[src/rtl/npc_pkg.sv]
package npc_pkg;

  typedef enum logic [1:0] {
    NPC_SEQ    = 2'd0,
    NPC_BRANCH = 2'd1,
    NPC_JUMP   = 2'd2,
    NPC_VECTOR = 2'd3
  } npc_src_e;

endpackage

[src/rtl/npc_source_mux.sv]
module npc_source_mux
  import npc_pkg::*;
#(
  parameter int XLEN = 32,
  parameter int JUMP_W = 26,
  parameter logic [XLEN-1:0] VECTOR = 32'h8000_0180,
  localparam int HI_W = XLEN - JUMP_W - 2
) (
  input  npc_src_e          src,
  input  logic [XLEN-1:0]   seq_val,
  input  logic [XLEN-1:0]   branch_val,
  input  logic [HI_W-1:0]   pc_hi,
  input  logic [JUMP_W-1:0] index,
  output logic [XLEN-1:0]   next_val
);

  logic [XLEN-1:0] jump_val;

  generate
    if (HI_W > 0) begin : g_region
      assign jump_val = {pc_hi, index, 2'b00};
    end else begin : g_flat
      assign jump_val = {index[XLEN-3:0], 2'b00};
    end
  endgenerate

  always_comb begin
    unique case (src)
      NPC_SEQ:    next_val = seq_val;
      NPC_BRANCH: next_val = branch_val;
      NPC_JUMP:   next_val = jump_val;
      NPC_VECTOR: next_val = VECTOR;
      default:    next_val = seq_val;
    endcase
  end

endmodule

[src/rtl/pc_write_ctrl.sv]
module pc_write_ctrl (
  input  logic wr_always,
  input  logic wr_cond,
  input  logic cond_ok,
  output logic wr_en
);

  // Unconditional strobe dominates; conditional one needs the flag.
  always_comb begin
    if (wr_always) wr_en = 1'b1;
    else           wr_en = wr_cond & cond_ok;
  end

endmodule

[src/rtl/pc_reg.sv]
module pc_reg #(
  parameter int XLEN = 32
) (
  input  logic            clk,
  input  logic            rst,
  input  logic            en,
  input  logic [XLEN-1:0] d,
  output logic [XLEN-1:0] q
);

  always_ff @(posedge clk) begin
    if (rst)     q <= '0;
    else if (en) q <= d;
  end

  p_load_r2: assert property (@(posedge clk) disable iff (rst)
    en |=> q == $past(d));

  p_hold_r8: assert property (@(posedge clk) disable iff (rst)
    !en |=> $stable(q));

endmodule

[src/rtl/exc_capture.sv]
module exc_capture #(
  parameter int XLEN = 32,
  parameter logic [XLEN-1:0] CODE_UNDEF = '0,
  parameter logic [XLEN-1:0] CODE_OVF = 1
) (
  input  logic            clk,
  input  logic            rst,
  input  logic            epc_wr,
  input  logic [XLEN-1:0] epc_d,
  input  logic            cause_wr,
  input  logic            cause_sel,
  output logic [XLEN-1:0] epc_q,
  output logic [XLEN-1:0] cause_q
);

  logic [XLEN-1:0] cause_d;

  assign cause_d = cause_sel ? CODE_OVF : CODE_UNDEF;

  always_ff @(posedge clk) begin
    if (rst)         epc_q <= '0;
    else if (epc_wr) epc_q <= epc_d;
  end

  always_ff @(posedge clk) begin
    if (rst)           cause_q <= '0;
    else if (cause_wr) cause_q <= cause_d;
  end

  p_epc_load_r9: assert property (@(posedge clk) disable iff (rst)
    epc_wr |=> epc_q == $past(epc_d));

  p_epc_hold_r9: assert property (@(posedge clk) disable iff (rst)
    !epc_wr |=> $stable(epc_q));

  p_cause_code_r10: assert property (@(posedge clk) disable iff (rst)
    cause_wr |=> cause_q == ($past(cause_sel) ? CODE_OVF : CODE_UNDEF));

  p_cause_hold_r10: assert property (@(posedge clk) disable iff (rst)
    !cause_wr |=> $stable(cause_q));

  p_clear_r1: assert property (@(posedge clk)
    rst |=> (epc_q == '0) && (cause_q == '0));

endmodule

[src/rtl/next_pc_unit.sv]
module next_pc_unit
  import npc_pkg::*;
#(
  parameter int XLEN = 32,
  parameter int JUMP_W = 26,
  parameter logic [XLEN-1:0] VECTOR = 32'h8000_0180,
  parameter logic [XLEN-1:0] CAUSE_UNDEF = '0,
  parameter logic [XLEN-1:0] CAUSE_OVF = 1,
  localparam int HI_W = XLEN - JUMP_W - 2
) (
  input  logic              clk,
  input  logic              rst,
  input  logic              pc_wr,
  input  logic              pc_wr_cond,
  input  logic              zero,
  input  logic [1:0]        pc_src,
  input  logic [XLEN-1:0]   alu_result,
  input  logic [XLEN-1:0]   alu_out,
  input  logic [JUMP_W-1:0] ir_index,
  input  logic              epc_wr,
  input  logic              cause_wr,
  input  logic              cause_sel,
  output logic [XLEN-1:0]   pc_q,
  output logic [XLEN-1:0]   epc_q,
  output logic [XLEN-1:0]   cause_q
);

  logic [XLEN-1:0] pc_next;
  logic            pc_en;

  npc_source_mux #(.XLEN(XLEN), .JUMP_W(JUMP_W), .VECTOR(VECTOR)) u_mux (
    .src        (npc_src_e'(pc_src)),
    .seq_val    (alu_result),
    .branch_val (alu_out),
    .pc_hi      (pc_q[XLEN-1 -: HI_W]),
    .index      (ir_index),
    .next_val   (pc_next)
  );

  pc_write_ctrl u_wctl (
    .wr_always (pc_wr),
    .wr_cond   (pc_wr_cond),
    .cond_ok   (zero),
    .wr_en     (pc_en)
  );

  pc_reg #(.XLEN(XLEN)) u_pc (
    .clk (clk),
    .rst (rst),
    .en  (pc_en),
    .d   (pc_next),
    .q   (pc_q)
  );

  exc_capture #(.XLEN(XLEN), .CODE_UNDEF(CAUSE_UNDEF), .CODE_OVF(CAUSE_OVF)) u_exc (
    .clk       (clk),
    .rst       (rst),
    .epc_wr    (epc_wr),
    .epc_d     (alu_result),
    .cause_wr  (cause_wr),
    .cause_sel (cause_sel),
    .epc_q     (epc_q),
    .cause_q   (cause_q)
  );

  p_pc_clear_r1: assert property (@(posedge clk)
    rst |=> pc_q == '0);

  p_branch_src_r3: assert property (@(posedge clk) disable iff (rst)
    pc_wr && pc_src == 2'd1 |=> pc_q == $past(alu_out));

  p_jump_src_r4: assert property (@(posedge clk) disable iff (rst)
    pc_wr && pc_src == 2'd2 |=>
      pc_q == {$past(pc_q[XLEN-1 -: HI_W]), $past(ir_index), 2'b00});

  p_vector_src_r5: assert property (@(posedge clk) disable iff (rst)
    pc_wr && pc_src == 2'd3 |=> pc_q == VECTOR);

  p_cond_skip_r6: assert property (@(posedge clk) disable iff (rst)
    !pc_wr && pc_wr_cond && !zero |=> $stable(pc_q));

  p_priority_r7: assert property (@(posedge clk) disable iff (rst)
    pc_wr && pc_wr_cond && !zero && pc_src == 2'd0 |=> pc_q == $past(alu_result));

endmodule

[config.mk]
export PLATFORM = sky130hd
export DESIGN_NAME = next_pc_unit
export DESIGN_NICKNAME = d
export VERILOG_FILES = /design/src/rtl/npc_pkg.sv /design/src/rtl/npc_source_mux.sv /design/src/rtl/pc_write_ctrl.sv /design/src/rtl/pc_reg.sv /design/src/rtl/exc_capture.sv /design/src/rtl/next_pc_unit.sv
export SDC_FILE = /design/constraint.sdc
export NUM_CORES = 1
export LEC_CHECK = 0
export BUFFER_PORTS_ARGS = -buffer_cell sky130_fd_sc_hd__buf_2
export CAP_MARGIN = 20
export CORE_ASPECT_RATIO = 1.75
export CORE_UTILIZATION = 39
export CTS_BUF_LIST = sky130_fd_sc_hd__clkbuf_16
export DETAILED_ROUTE_END_ITERATION = 10
export PLACE_DENSITY = 0.77
export SYNTH_ARGS = -nofsm -noshare
export SYNTH_HDL_FRONTEND = slang
export SYNTH_SLANG_ARGS = --single-unit
[constraint.sdc]
create_clock -name clk -period 1 [get_ports clk]
set_input_delay 0.1 -clock clk [delete_from_list [all_inputs] [get_ports clk]]
set_output_delay 0.1 -clock clk [all_outputs]
set_load 0.05 [all_outputs]
# After elaboration in Yosys (flattened, before gate mapping)
# Cells that the tools add are included.
[totals]
word_cells = 14
out_inout_bits = 96
regBits = 96
input_bits = 100
[classes]
bitwise = 2
eq_ne = 3
muxes = 3
n_reduce_logical = 2
[op_table]
columns = ["op", "count"]
rows = [
  ["32-bit one-hot mux with 4 select lines", 1],
  ["2-bit == test, second input constant", 2],
  ["2-bit by 1-bit == test with 1-bit output, second input constant", 1],
  ["2-bit zero test", 1],
  ["1-bit two-way mux", 2],
  ["2-bit AND reduction", 1],
  ["1-bit AND", 1],
  ["1-bit inverter", 1],
]

# Longest topological paths before layout
# Gate-level depths: netlist of the first run.
[depth]
ltp_word = 3
depth_mapped = 6
ltp_nobuf = 3

# Modules after synthesis
# From an unflattened synthesis of the first run, not the netlist that was laid out.
[hier_totals]
cells_unflattened = 320
hier_area_um2 = 3320.7
[by_module_without_submodules]
columns = ["mod", "cells_per_inst", "seq_area_each_um2", "area_per_inst_um2", "n_inst"]
rows = [
  ["exc_capture", 139, 660.6, 1441.4, 1],
  ["pc_reg", 103, 640.6, 1163.6, 1],
  ["npc_source_mux", 77, 0.0, 708.2, 1],
  ["pc_write_ctrl", 1, 0.0, 7.5, 1],
]

# Worst setup path after synthesis of the first run
# Ideal clock, no wire load.
[synth_timing]
path_type = "input to register"
startpoint = "in pc_src[1]"
endpoint = "reg u_pc.q[25]"
cell_stages = 5
slack_ns = -0.082
t_required_ns = 0.868
arrival_ns = 0.950
path_buffers = 2
path_cell_list = "buf_6 -> buf_6 -> mux2_1 -> a221oi_1 -> nor3_1"
[synth_between]
elab_chain_len = 2
word_cells_on_any_way = 5
cone_classes = "eq/ne: 3; mux: 1; reduce/logical: 1"
[synth_rtl]
columns = ["element", "line_no", "text"]
rows = [
  ["start: declaration", "next_pc_unit.sv:16", "input logic [1:0] pc_src,"],
  ["2-bit == test, or another cell as far along", "npc_source_mux.sv:28", "unique case (src)"],
  ["32-bit one-hot mux with 4 select lines *", "npc_source_mux.sv:28", ""],
  ["end signal: assignment", "pc_reg.sv:12", "if (rst) q <= '0;"],
  ["end signal: assignment", "pc_reg.sv:13", "else if (en) q <= d;"],
  ["end: declaration", "pc_reg.sv:8", "output logic [XLEN-1:0] q"],
]
# Mark *: on every way between the ends. The rest lies on a longest branch, timed or not.
# A chain may end at the register's enable or synchronous reset.

# Worst setup path after layout of the first run
[layout_timing]
startpoint = "reg u_pc.q[7]"
endpoint = "out pc_q[7]"
[layout_lines]
columns = ["element", "line_no", "text"]
rows = [
  ["end: declaration", "next_pc_unit.sv:23", "output logic [XLEN-1:0] pc_q,"],
]
# No word-level cell between the ends.

==> results of run 1 <==
[power by group through the flow]
stage | Clock, mW | Sequential, mW | Combinational (mW)
floorplan | 0 | 3.53 | 0.993
global placement | 0 | 2.90 | 2.09
detailed placement | 0 | 2.92 | 2.11
CTS | 2.75 | 2.88 | 2.23
global route | 2.87 | 2.90 | 2.42
finish | 2.71 | 2.89 | 2.31
[registers in the layout (all words and copies together) (netlist names)]
name and cells:
u_pc.q 32, u_exc.cause_q 1, u_exc.epc_q 32
[synth_stat cells, drive strengths merged]
cell	count	area, um2
o21ai	5	25.02
nor3	17	85.08
a221oi	17	148.9
or3	5	31.28
a2bb2oi	7	61.31
nand2	4	15.01
buf	45	340.3
o221ai	2	17.52
clkbuf	13	48.80
or3b	1	8.760
nor2	57	214.0
conb	1	3.750
dfxtp	65	1301
a21o	1	7.510
a211oi	7	52.55
nor2b	2	12.51
a211o	1	8.760
mux2	19	214.0
inv	1	3.750
a21oi	9	48.80
mux2i	45	450.4
nand2b	1	6.260
[metrics by stage]
| step | hold slack, ns | std cells | total power, mW | setup TNS (ns) |
|---|---|---|---|---|
| after floorplan | 0.2472 | 355 | 4.518 | -0.3881 |
| after global placement | 0.3347 | 569 | 4.991 | -11.57 |
| after detailed placement | 0.3518 | 569 | 5.029 | -12.74 |
| after CTS | 0.004079 | 585 | 7.865 | 0 |
| after global routing | 0.02375 | 589 | 8.196 | -0.01622 |
| final | 0.01268 | 589 | 7.903 | 0 |
[area by class of cell]
type / instances / area (um2)
fillers: 630 / 2859
multi-input cells: 231 / 1683
repair buffers: 188 / 1404
flip-flops and latches: 65 / 1305
clock buffers: 9 / 225.2
well taps: 88 / 110.1
clock inverters: 7 / 30.03
inverters: 1 / 3.754
[final timing paths]
kind         startpoint  cells after the start               end  slack (ns)
max           u_pc.q[7]                      1           pc_q[7]        0.01
min           cause_sel                      3  u_exc.cause_q[0]        0.01
max reg2reg  u_pc.q[13]                      2        u_pc.q[13]        0.30
min reg2reg   u_pc.q[1]                      2         u_pc.q[1]        0.45
[layer usage]
layer / vias up / part of all wire [%]
met2: 143 / 55
met4: 2 / 3.1
met1: 1398 / 35
met3: 29 / 6.3
li1: 1434 / -
met5: - / 0.13
[logic make-up (layout without fill, tap and decap cells)]
logic type	Yosys count	in the layout	synth area share, %
simple gates	87	87	12.01
compound gates	49	49	11.93
buf+inv	59	205	12.65
flops	65	65	41.90
other cells	1	31	0.1208
mux	64	64	21.39
[timing repair]
item	in CTS	in global routing
setup endpoints to repair	82	34
gates resized for setup	75	23
hold buffers	0	0
hold endpoints to repair	0	0
pin swaps	0	0
cloned	0	2
buffers inserted	0	2
[worst reg2reg max path: stages (launching register included)]
cell	delay, ns
dfxtp_1	0.34
nor2_1	0.05
a211oi_1	0.22
==> run summary, run 1 <==
Met1 usage in global routing: 24.00%
Die W: 69.46 um
Final WS setup: 0.009903 ns
Die footprint: 8338 um2
Sequential share of power: 36.5%
Worst path required time: 0.90 ns
Status: complete, no violations
Initial core utilization: 40.76%
VDD IR max: 0.001147 V
Final antenna-violating net count: 0
# rows: 42
Via density: 5.104
CTS HTree Levels: 3
Cell variety after synth: 28
Final-report hold violation count: 0
Worst-path cell chain: buf_4
Core Box Area: 7620 um2
CP top delay family: flip-flops
Share of cells above drive strength 1: 47.31%
Die height: 120.0 um
Fin Clk Skew: 0 ns
Worst-path clk slew: 0.05 ns
CTS tree: yes
First-pass GRT wire length: 14900 um
Min-delay worst type: primary input to register
M3 GR Usage: 5.038%
Achievable Freq: 1010 MHz
Drt total wl: 9736 um
Initial antenna violation count: 1
Worst path slowest cell: dfxtp_1
Initial drt markers: 112
Final Cycle Share: 99.01%
Clock Sinks: 65
Logic pwr share: 29.2%
GR peak layer: met2
Slew Limit Fails: 0
Vias: 3006
CP Launch Type: register
Kind of critical path: register to primary output
Post-DP HPWL: 6938 um
Max-cap viol count: 0
Sw frac: 33.59%
Arr. time, crit path: 0.89 ns
CTS Buf Count: 9
I/O pin count: 196
CP max FO: 2
Worst-Skew Late Latency: 0.32 ns
Antenna Diode Count: 0
Largest net degree at the start of global routing: 43
Post-Synthesis Cells: 325
Fin crit period: 0.9901 ns
Port-buffer cells: 164
WP buf/inv: 1
# DRC: 0
Post-Syn Area: 3105 um2
Met2 Usage GRT: 43.39%
Leak: 2.387 nW
Global-route usage over all layers: 23.20%
Part of the Yosys area used for sequential elements: 41.90%
Synthesized area per cell: 9.555 um2
Area Growth Syn to Fin: 53.30%
Wirelength per Cell: 16.53 um
Final design utilization: 62.48%
Seq cells post-synth: 65
Commonest non-fill, non-tap cells in the layout: buf_2, dfxtp_1, nor2_1
Sw Pwr: 2.655 mW
DP Worst Slack: -0.6167 ns
Critical Path Max Stage Delay: 0.35 ns
Root buf cell: clkbuf_16
Yosys warns: 0
CP endpoint kind: primary output
Final GP Congestion: 0.8270
Internal Power: 5.248 mW
Drt first pass iters: 4
Clock share of power: 34.3%
Post-place instance area: 4151 um2
Leading cell type in the layout, fill and taps excluded: buf_2
Remaining Overflow, GRT: 0
Final net count: 596
Finish-stage setup viols: 0
Final Cell Area: 4761 um2
Power Dens Cells: 1660 nW/um2
Vias in the first global route: 3016
Clock buffer depth: 2
Note: power is estimated with default switching activity, not from simulation.
==> run 2: changes to the inputs <==
--- a/config.mk
+++ b/config.mk
@@ -13,2 +13,3 @@
 export DETAILED_ROUTE_END_ITERATION = 10
+export GPL_TIMING_DRIVEN = 0
 export PLACE_DENSITY = 0.77
==> constraint.sdc (replaced) <==
create_clock -name clk -period 1 [get_ports clk]
set_input_delay 0.15 -clock clk [delete_from_list [all_inputs] [get_ports clk]]
set_output_delay 0.15 -clock clk [all_outputs]
set_load 0.05 [all_outputs]
==> run summary, run 2 (synthesized netlist as in run 1, its figures left out) <==
Status: complete, no violations
Die footprint: 8338 um2
Initial drt markers: 87
Root buf cell: clkbuf_16
Worst-Skew Late Latency: 0.33 ns
Sequential share of power: 35.3%
Fin crit period: 0.9838 ns
Leak: 2.561 nW
Critical Path Stages: 1
CTS Buf Count: 9
CP Launch Type: register
Share of cells above drive strength 1: 60.67%
Worst R2R Setup Slack: 0.25 ns
First-pass GRT wire length: 15750 um
Min-delay worst type: primary input to register
Drt total wl: 10430 um
Worst slew margin: 66.09%
Global-route usage over all layers: 24.95%
CTS Hold Bufs: 0
Cell Count, Final, Fillers Out: 622
Final net count: 629
Worst path required time: 0.85 ns
Leading cell type in the layout, fill and taps excluded: buf_2
Critical Path Max Stage Delay: 0.35 ns
Via density: 4.994
Cells on worst reg2reg path: 3
Drt first pass iters: 4
CP max FO: 2
CTS HTree Levels: 3
Kind of critical path: register to primary output
Critical R2R Capture: u_exc.epc_q[20]
Hold Slack: 0.06672 ns
I/O pin count: 196
Largest net degree at the start of global routing: 11
Biggest regs: u_exc.epc_q x32, u_pc.q x32, u_exc.cause_q x1
Worst-path cell chain: buf_6
VDD IR max: 0.001286 V
Clock Sinks: 65
Area Growth Syn to Fin: 64.91%
Vias: 3106
Sw frac: 32.33%
Worst path slowest cell: dfxtp_2
Fill count: 610
Slew @ Worst Pin: 0.5087 ns
Final antenna-violating net count: 0
Sw Pwr: 2.692 mW
Power Dens Cells: 1626 nW/um2
Final GP Congestion: 0.8222
Remaining Overflow, GRT: 0
CTS tree: yes
WP buf/inv: 1
CP top delay family: flip-flops
Final-report hold violation count: 0
Slew Limit Fails: 0
Port-buffer cells: 161
Wirelength per Cell: 16.76 um
Clock share of power: 35.5%
Arr. time, crit path: 0.83 ns
Logic pwr share: 29.1%
Initial core utilization: 40.76%
Antenna Diode Count: 0
Vias in the first global route: 3178
Initial antenna violation count: 0
HP Start: cause_sel
Min-Delay Endpoint: u_exc.cause_q[0]
CP endpoint kind: primary output
Clock buffer depth: 2
Core Box Area: 7620 um2
Die W: 69.46 um
Post-DP HPWL: 7790 um
RSZ-0062 raised after global routing: true
Placed cell count: 604
Fin Clk Skew: 0 ns
Final Cycle Share: 98.38%
Post-place instance area: 4298 um2
Internal Power: 5.633 mW
Finish-stage setup viols: 0
Achievable Freq: 1016 MHz
# rows: 42
# DRC: 0
Die height: 120.0 um
Max-cap viol count: 0
FF-to-FF Start: u_exc.epc_q[20]
Commonest non-fill, non-tap cells in the layout: buf_2, dfxtp_2, buf_6
Final Cell Area: 5121 um2
Hold path depth: 3
Worst-path clk slew: 0.05 ns
## run 2: stage by stage
step           setup WS (ns)   TNS, ns  utilization (%)  power, mW
4_1_cts            0.0002060         0            66.03      8.304
6_report             0.01619         0            67.21      8.324
2_1_floorplan       -0.08193    -1.188                -      4.524
5_1_grt            -0.007180  -0.02017            67.21      8.627
3_5_place_dp         -0.5071    -21.16            56.40      5.081
3_3_place_gp         -0.4600    -19.31            56.40      5.046
## run 2: layer usage
metal | global-route usage (%) | vias to the layer above | part of all wire [%]
met3 | 6.969 | 24 | 6.3
li1 | - | 1495 | -
met4 | 14.03 | 0 | 3.3
met1 | 23.48 | 1450 | 35
met5 | 0 | - | 0
met2 | 47.15 | 137 | 55
## run 2: power groups by stage
stage | Combinational (mW) | Sequential, mW | Clock [mW]
4_1_cts | 2.39 | 2.92 | 3.00
5_1_grt | 2.54 | 2.96 | 3.13
3_3_place_gp | 2.15 | 2.90 | 0
2_1_floorplan | 0.999 | 3.53 | 0
3_5_place_dp | 2.17 | 2.91 | 0
6_report | 2.42 | 2.94 | 2.96
## run 2: area by class of cell
class	instances	area [um2]	share of cell area, %
multi-input combinational	231	1673	32.67
buffer	58	422.9	8.258
timing repair buffer	163	1250	24.41
sequential	65	1383	27.00
clock inverter	7	53.80	1.051
inverter	1	3.754	0.07330
tap	88	110.1	2.150
clock buffer	9	225.2	4.398
## run 2: worst register-to-register path, delay by kind of cell (launching register included)
| family | cells | cell delay, ns |
|---|---|---|
| buffers and inverters | 1 | 0.13 |
| muxes | 1 | 0.13 |
| DFF | 1 | 0.33 |
| and+or+nand+nor | 1 | 0.05 |
## run 2: repair_timing
| item | CTS | global route |
|---|---|---|
| endpoints found under the setup margin | 83 | 60 |
| setup buffers | 0 | 2 |
| gates resized for setup | 166 | 50 |
## run 2: worst max path at each step
stage | start | endpoint | slack [ns]
final | u_exc.epc_q[9] | epc_q[9] | 0.02
after floorplan | pc_src[1] | u_pc.q[25] | -0.08
after CTS | u_pc.q[4] | pc_q[4] | 0.0002
after global routing | u_exc.epc_q[10] | epc_q[10] | -0.007
after detailed placement | pc_wr_cond | u_pc.q[8] | -0.51
after global placement | pc_wr_cond | u_pc.q[7] | -0.46
==> run 3: changes to the inputs <==
- BUFFER_PORTS_ARGS: -buffer_cell sky130_fd_sc_hd__buf_2 -> -buffer_cell sky130_fd_sc_hd__clkbuf_2
- GPL_TIMING_DRIVEN: 0 -> default
==> run summary, run 3 (synthesized netlist as in run 1, its figures left out) <==
Final-report hold violation count: 0
Achievable Freq: 1014 MHz
Leak: 2.537 nW
Vias in the first global route: 3105
Tot Pwr: 8.075 mW
Die height: 120.0 um
Logic pwr share: 30.9%
Finish-stage setup viols: 0
WP buf/inv: 1
Via density: 5.158
Sw frac: 32.60%
Slew Limit Fails: 0
Initial drt markers: 99
Kind of critical path: register to primary output
Final antenna-violating net count: 0
RSZ-0062 raised after global routing: true
First-pass GRT wire length: 15510 um
Setup TNS: 0 ns
Initial antenna violation count: 0
Multi-input logic area: 1689 um2
Largest net degree at the start of global routing: 34
Fin crit period: 0.9866 ns
Critical R2R Capture: u_pc.q[17]
CP startpoint: u_exc.epc_q[13]
Port-buffer cells: 164
Fill count: 566
I/O pin count: 196
Met1 usage in global routing: 24.62%
Vias: 3043
CP max FO: 2
Global-route usage over all layers: 24.31%
Drt first pass iters: 4
Worst path slowest cell: dfxtp_2
CTS tree: yes
CP endpoint kind: primary output
CP Launch Type: register
Commonest non-fill, non-tap cells in the layout: clkbuf_2, dfxtp_2, nor2_1
Clock share of power: 32.3%
CP top delay family: flip-flops
Antenna Diode Count: 0
# rows: 42
Remaining Overflow, GRT: 0
Biggest regs: u_exc.epc_q x32, u_pc.q x32, u_exc.cause_q x1
Worst-path cell chain: buf_8
Critical Path Max Stage Delay: 0.36 ns
Min-delay worst type: primary input to register
Core Box Area: 7620 um2
Power Dens Cells: 1549 nW/um2
FF-to-FF Start: u_pc.q[17]
VDD IR max: 0.001115 V
Worst-path clk slew: 0.05 ns
Die W: 69.46 um
Leading cell type in the layout, fill and taps excluded: clkbuf_2
GR peak layer: met2
Internal Power: 5.442 mW
Fin Clk Skew: 0 ns
CTS Buf Count: 9
CTS Hold Bufs: 0
Area Growth Syn to Fin: 67.85%
CTS HTree Levels: 3
Clock buffer depth: 2
Worst R2R Setup Slack: 0.29 ns
Wirelength per Cell: 17.09 um
Drt total wl: 10080 um
Clock Sinks: 65
Die footprint: 8338 um2
Sequential share of power: 36.7%
Critical Path End: epc_q[13]
Worst path required time: 0.85 ns
Sw Pwr: 2.632 mW
Critical Path Stages: 1
Share of cells above drive strength 1: 59.76%
Root buf cell: clkbuf_16
Cells on worst reg2reg path: 2
M3 GR Usage: 5.122%
Max-cap viol count: 0
Final Cycle Share: 98.66%
Arr. time, crit path: 0.84 ns
# DRC: 0
Initial core utilization: 40.76%
Worst-Skew Late Latency: 0.32 ns
Status: complete, no violations
Sequential Area: 1385 um2
Met2 Usage GRT: 45.45%
Post-DP HPWL: 7333 um
Final GP Congestion: 0.8246
Final net count: 599
run 3: how the worst min path moves through the flow:
| stage | start | to | slack (ns) | cells after the start |
|---|---|---|---|---|
| 6_report | cause_sel | u_exc.cause_q[0] | 0.07 | 3 |
| 5_1_grt | alu_result[31] | u_exc.epc_q[31] | 0.07 | 3 |
| 3_5_place_dp | cause_sel | u_exc.cause_q[0] | 0.40 | 3 |
| 4_1_cts | cause_sel | u_exc.cause_q[0] | 0.06 | 3 |
| 3_3_place_gp | cause_sel | u_exc.cause_q[0] | 0.38 | 3 |
| 2_1_floorplan | cause_sel | u_exc.cause_q[0] | 0.30 | 2 |
run 3: final cells by class:
type                       count  area share, %
clock buffer                   9          4.321
clock inverter                 5         0.3601
inverter                       1        0.07201
multi-input combinational    231          32.41
sequential                    65          26.57
tap                           88          2.112
timing repair buffer         191          34.16
run 3: power by group through the flow:
stage	logic, mW	clock network [mW]	registers (mW)
after global routing	2.61	2.80	2.98
after detailed placement	2.14	0	2.92
final	2.50	2.61	2.97
after floorplan	0.999	0	3.53
after global placement	2.11	0	2.91
after CTS	2.41	2.68	2.93
run 3: layer usage:
metal | wire length [um] | share of wire (%)
met1 | 3529 | 35
met4 | 365 | 3.6
met2 | 5653 | 56
met3 | 535 | 5.3
met5 | 0 | 0
run 3: per-stage QoR:
step	cell area [um2]	util (%)	setup WS [ns]	hold WS [ns]	cells
after global routing	5213	68.41	-0.006467	0.07375	590
after CTS	5119	67.18	-0.01287	0.05993	587
final	5213	68.41	0.01343	0.06586	590
after detailed placement	4225	55.45	-0.2977	0.4044	573
after global placement	4225	55.45	-0.2742	0.3847	573
after floorplan	3382	-	-0.08193	0.2972	355
run 3: repair_timing:
action | CTS | global route
setup buffers | 0 | 3
setup endpoints to repair | 65 | 54
gates resized for setup | 194 | 53
pin swaps | 0 | 1
